$ cat config.mk
export PLATFORM = sky130hd
export DESIGN_NAME = sar_seq
export DESIGN_NICKNAME = d
export VERILOG_FILES = /design/src/rtl/sar_seq.sv
export SDC_FILE = /design/constraint.sdc
export NUM_CORES = 1
export LEC_CHECK = 0
export ABC_AREA = 0
export CAP_MARGIN = 40
export CORE_MARGIN = 1.5
export CORE_UTILIZATION = 48
export CTS_CLUSTER_DIAMETER = 80
export DETAILED_ROUTE_END_ITERATION = 12
export PLACE_DENSITY = 0.75
export SLEW_MARGIN = 30
export SYNTH_ARGS = -nofsm -noshare
export SYNTH_HDL_FRONTEND = slang
export SYNTH_SLANG_ARGS = --single-unit
$ cat constraint.sdc
create_clock -name clk -period 1.79 [get_ports clk]
set_input_delay 0.179 -clock clk [delete_from_list [all_inputs] [get_ports clk]]
set_output_delay 0.179 -clock clk [all_outputs]
set_load 0.02 [all_outputs]
$ cat src/rtl/sar_seq.sv
module sar_seq #(
  parameter int W          = 10,
  parameter int INSTR_CYC  = 4,
  parameter int CONV_TICKS = 12,
  parameter int SELW       = 2
) (
  input  logic         clk,
  input  logic         rst_n,
  input  logic         go_set,
  input  logic [SELW-1:0] clk_sel,
  input  logic         rc_tick,
  input  logic         flag_clr,
  input  logic         cmp_hi,
  output logic         go,
  output logic         done_flag,
  output logic [W-1:0] result,
  output logic [W-1:0] dac_code,
  output logic         sample_en
);
  localparam int MAXDIV = 2 << ((1 << SELW) - 2);
  localparam int VW = $clog2(MAXDIV);
  localparam int TW = $clog2(CONV_TICKS + 1);
  localparam int DW = $clog2(INSTR_CYC + 1);
  localparam logic [W-1:0] MSB = {1'b1, {(W-1){1'b0}}};

  typedef enum logic [1:0] {S_IDLE, S_WAIT, S_CONV} st_t;
  st_t st;

  logic [SELW-1:0] sel_q;
  logic [DW-1:0]   dly;
  logic [VW-1:0]   divcnt;
  logic [TW-1:0]   tcnt;
  logic [W-1:0]    code, mask;
  logic [VW:0]     div_n;

  assign div_n = (VW+1)'(2) << sel_q;

  wire rc_mode  = &sel_q;
  wire tick     = (st == S_CONV) & (rc_mode ? rc_tick : ({1'b0, divcnt} == div_n - 1'b1));
  wire deciding = tick & (tcnt < TW'(W));
  wire last     = tick & (tcnt == TW'(CONV_TICKS - 1));

  assign sample_en = (st == S_IDLE);
  assign dac_code  = code;

  always_ff @(posedge clk or negedge rst_n) begin
    if (!rst_n) begin
      st <= S_IDLE;
      sel_q <= '0;
      dly <= '0;
      divcnt <= '0;
      tcnt <= '0;
      code <= '0;
      mask <= '0;
      result <= '0;
      go <= 1'b0;
      done_flag <= 1'b0;
    end else begin
      done_flag <= (done_flag & ~flag_clr) | last;
      case (st)
        S_IDLE: if (go_set) begin
          st <= S_WAIT;
          go <= 1'b1;
          sel_q <= clk_sel;
          dly <= (&clk_sel) ? DW'(INSTR_CYC) : '0;
        end
        S_WAIT: if (dly == '0) begin
          st <= S_CONV;
          divcnt <= '0;
          tcnt <= '0;
          code <= MSB;
          mask <= MSB;
        end else begin
          dly <= dly - 1'b1;
        end
        S_CONV: begin
          divcnt <= tick ? '0 : divcnt + 1'b1;
          if (tick) tcnt <= tcnt + 1'b1;
          if (deciding) begin
            code <= (cmp_hi ? code : (code & ~mask)) | (mask >> 1);
            mask <= mask >> 1;
          end
          if (last) begin
            result <= code;
            go <= 1'b0;
            st <= S_IDLE;
          end
        end
        default: st <= S_IDLE;
      endcase
    end
  end
endmodule

==> impl_metrics.prom, run 1 <==
# TYPE chip_impl_metric gauge
chip_impl_metric{name="post-route-min-period",unit="ps"} 1750
chip_impl_metric{name="drt-pass1-iter-count",unit=""} 4
chip_impl_metric{name="track_usage",unit="%"} 20.7
chip_impl_metric{name="vias_per_cell",unit=""} 5.79
chip_impl_metric{name="fp.coreArea",unit="µm²"} 4320
chip_impl_metric{name="detail_route.drc_violations",unit=""} 0
chip_impl_info{name="ctsRootBufferMaster",value="sky130_fd_sc_hd__clkbuf_8"} 1
chip_impl_info{name="cts_tree",value="done"} 1
chip_impl_info{name="crit_type",value="flop to flop"} 1
chip_impl_metric{name="cap_violations",unit=""} 0
chip_impl_info{name="ys_top_cells_by_count",value="46 x sky130_fd_sc_hd__dfrtp_1, 15 x sky130_fd_sc_hd__nand2_1, 12 x sky130_fd_sc_hd__o211ai_1, 12 x sky130_fd_sc_hd__o21ai_0"} 1
chip_impl_metric{name="clock_buffer_depth",unit=""} 2
chip_impl_metric{name="cts_bufs_inserted",unit=""} 5
chip_impl_metric{name="die_span_y",unit="µm"} 69.9
chip_impl_info{name="yosys-top-cells-area",value="sky130_fd_sc_hd__dfrtp_1 54%, sky130_fd_sc_hd__mux2_4 4.9%, sky130_fd_sc_hd__a221o_1 4.2%, sky130_fd_sc_hd__o211ai_1 4.2%, sky130_fd_sc_hd__nor3b_1 3.1%"} 1
chip_impl_info{name="outcome",value="completed"} 1
chip_impl_metric{name="grt_pass1_wl",unit="mm"} 7.98
chip_impl_metric{name="routabilityCongestion",unit=""} 0.801
chip_impl_metric{name="final.setup.tns",unit="ps"} 0
chip_impl_metric{name="power_density",unit="nW/µm²"} 1300
chip_impl_metric{name="start_util",unit="%"} 49.7
chip_impl_metric{name="top_level_ports",unit=""} 31
chip_impl_metric{name="vias",unit=""} 1667
chip_impl_info{name="yosysMostFrequentCell",value="sky130_fd_sc_hd__dfrtp_1"} 1
chip_impl_info{name="hold_path.class",value="primary input to async pin"} 1
chip_impl_metric{name="p_total",unit="µW"} 3630
chip_impl_metric{name="fmax",unit="MHz"} 573
chip_impl_metric{name="yosysSeqAreaShare",unit="%"} 53.5
chip_impl_metric{name="fin_crit_sh",unit="%"} 97.5
chip_impl_info{name="setup.worst_path.end_class",value="flop"} 1
chip_impl_metric{name="finish.net_count",unit=""} 248
chip_impl_metric{name="area.growth.synth_to_final",unit="%"} 30.5
chip_impl_metric{name="dieArea",unit="µm²"} 4890
chip_impl_metric{name="synth_fp_nets",unit=""} 192
chip_impl_metric{name="grt_overflow_total",unit=""} 0
chip_impl_info{name="cp-start-kind",value="flop"} 1
chip_impl_metric{name="die_x",unit="µm"} 69.9
chip_impl_metric{name="tritoncts_num_sinks",unit=""} 46
chip_impl_metric{name="first_global_vias",unit=""} 1714
chip_impl_metric{name="synth.avg_cell_area",unit="µm²"} 11.9
chip_impl_metric{name="p_leak",unit="µW"} 0.00123
chip_impl_metric{name="antenna_violating_nets_post_route",unit=""} 0
chip_impl_metric{name="drt_iter0_markers",unit=""} 96
chip_impl_metric{name="synth_edf_count",unit=""} 0
chip_impl_info{name="yosysTopAreaCell",value="sky130_fd_sc_hd__dfrtp_1"} 1
chip_impl_metric{name="hpwlAfterDp",unit="mm"} 3.21
chip_impl_metric{name="clk_latency",unit="ps"} 300
chip_impl_metric{name="hold_violations",unit=""} 0
chip_impl_metric{name="synth.lib_cells_used.distinct",unit=""} 41
chip_impl_metric{name="skew",unit="ps"} 9.37
chip_impl_metric{name="synth_top_cell_area_share",unit="%"} 53.5
chip_impl_metric{name="layout-drive-gt1-share",unit="%"} 25.0
chip_impl_metric{name="portBuffers",unit=""} 30
chip_impl_metric{name="critical_path_required",unit="ps"} 1970
chip_impl_metric{name="rows",unit=""} 24
chip_impl_metric{name="setup_viol",unit=""} 0
chip_impl_metric{name="cts.clk_slew.worst_paths",unit="ps"} 80
chip_impl_metric{name="timing_max_transition_violations_final",unit=""} 0
chip_impl_metric{name="relSlewSlack",unit="%"} 79.6
chip_impl_metric{name="diodes",unit=""} 0
chip_impl_info{name="unrepaired_setup_endpoints_after_global_routing",value="yes"} 1
chip_impl_metric{name="worstPathMaxFanout",unit=""} 5
chip_impl_metric{name="critical_path_arrival",unit="ps"} 1920
chip_impl_metric{name="postSynthCellCount",unit=""} 180
chip_impl_metric{name="totalWireLength",unit="mm"} 4.74
chip_impl_info{name="yosys_most_used_dff",value="sky130_fd_sc_hd__dfrtp_1"} 1
chip_impl_metric{name="synth-seq-cells",unit=""} 46
chip_impl_metric{name="grt_antenna_before_repair",unit=""} 0
chip_impl_metric{name="largest_net_degree_at_the_start_of_global_routing",unit=""} 19
chip_impl_metric{name="post_dr_wirelength_cell",unit="µm"} 16.4
chip_impl_metric{name="yosys_warnings",unit=""} 0
chip_impl_metric{name="max_slew.worst_pin.slew",unit="ps"} 305
chip_impl_metric{name="htreeDepth",unit=""} 2
chip_impl_metric{name="synthesized_area",unit="µm²"} 2150
chip_impl_metric{name="asyncSetResetFlopFracSynth",unit="%"} 100
chip_impl_metric{name="ir_drop",unit="mV"} 0.713
sequential cells by signal, indices dropped and copies added (netlist names):
signal and flops:
st 2, divcnt 3, mask 10, dly 3
done_flag 1, go 1, dac_code 10, tcnt 4
sel_q 2, result 10
layout by cell type, fill, tap and decap left out, types with 7 or more instances in the layout:
cell type,instances
sky130_fd_sc_hd__dfrtp_1,46
sky130_fd_sc_hd__buf_4,22
sky130_fd_sc_hd__a221o_1,9
sky130_fd_sc_hd__nand2_1,15
sky130_fd_sc_hd__nor3b_1,9
sky130_fd_sc_hd__clkdlybuf4s50_1,28
sky130_fd_sc_hd__o21ai_0,12
sky130_fd_sc_hd__mux2_4,7
sky130_fd_sc_hd__o211ai_1,12
cells by family (layout without fill, tap and decap cells):
family                     Yosys count  after routing  share of synthesized area [%]
muxes                               17             17                           9.83
DFF                                 46             46                           53.5
AOI/OAI and AO/OA                   51             51                           17.9
and+or+nand+nor                     47             47                           12.7
adders and majority gates            4              4                           2.33
xor gates and xnor gates             1              1                          0.407
buffers and inverters               14             70                           3.32
final timing paths:
kind	start	end	slack, ps	depth (start not counted)
worst min register to register	go	go	520	1
worst max-delay path	sel_q[0]	dac_code[8]	40	6
worst min-delay path	rst_n	result[5]	290	2
min in group clk	flag_clr	done_flag	440	2
max in group asynchronous	rst_n	st[1]	950	3
worst max register to register	sel_q[0]	dac_code[8]	40	6
metal layers:
metal / global-route usage [%] / vias up / part of all wire (%)
met5: 0 / - / 0
met4: 7.69 / 0 / 2.1
met2: 34.8 / 52 / 49
li1: - / 782 / -
met3: 4.47 / 12 / 4.1
met1: 26.3 / 821 / 45
metrics by stage:
step	area (µm²)	worst slack, ps	std cells	utilization [%]	hold WS, ps
global placement	2590	-146	271	60.0	80.5
CTS	2740	-46.7	284	63.3	298
detailed placement	2590	-198	271	60.0	82.6
global route	2810	-33.5	288	64.9	333
floorplan	2150	77.0	180	-	-117
finish	2810	44.1	288	64.9	294
repair_timing:
action / in CTS / in global routing
hold buffers: 1 / 0
setup endpoints to repair: 21 / 19
setup buffers: 5 / 3
resized for setup: 5 / 10
pin swaps: 1 / 1
endpoints found under the hold margin: 12 / 0
cloned: 0 / 1
report_power, final:
part / internal (µW) / switching, µW
clock: 262 / 329
combinational: 760 / 784
sequential: 1270 / 231
final cells by class:
type	count	area, µm²
tap	52	65.1
sequential	46	1150
inverter	5	18.8
clock buffer	5	68.8
timing repair buffer	58	534
clock inverter	2	10.0
fill	323	1520
multi-input combinational	120	958
worst max-delay path, cell delays in order, from the launching register on:
cell	delay, ps
sky130_fd_sc_hd__dfrtp_1	400
sky130_fd_sc_hd__xor2_1	190
sky130_fd_sc_hd__nor4b_4	310
sky130_fd_sc_hd__buf_6	170
sky130_fd_sc_hd__o31ai_2	80
sky130_fd_sc_hd__buf_4	180
sky130_fd_sc_hd__a221o_1	300
No activity file was read; power rests on OpenSTA's default activity.
==> run 2, diff against run 1 <==
SLEW_MARGIN = default   (was 30)
==> results of run 2 <==
The final DEF is identical to that of run 1; final timing and power are the same.
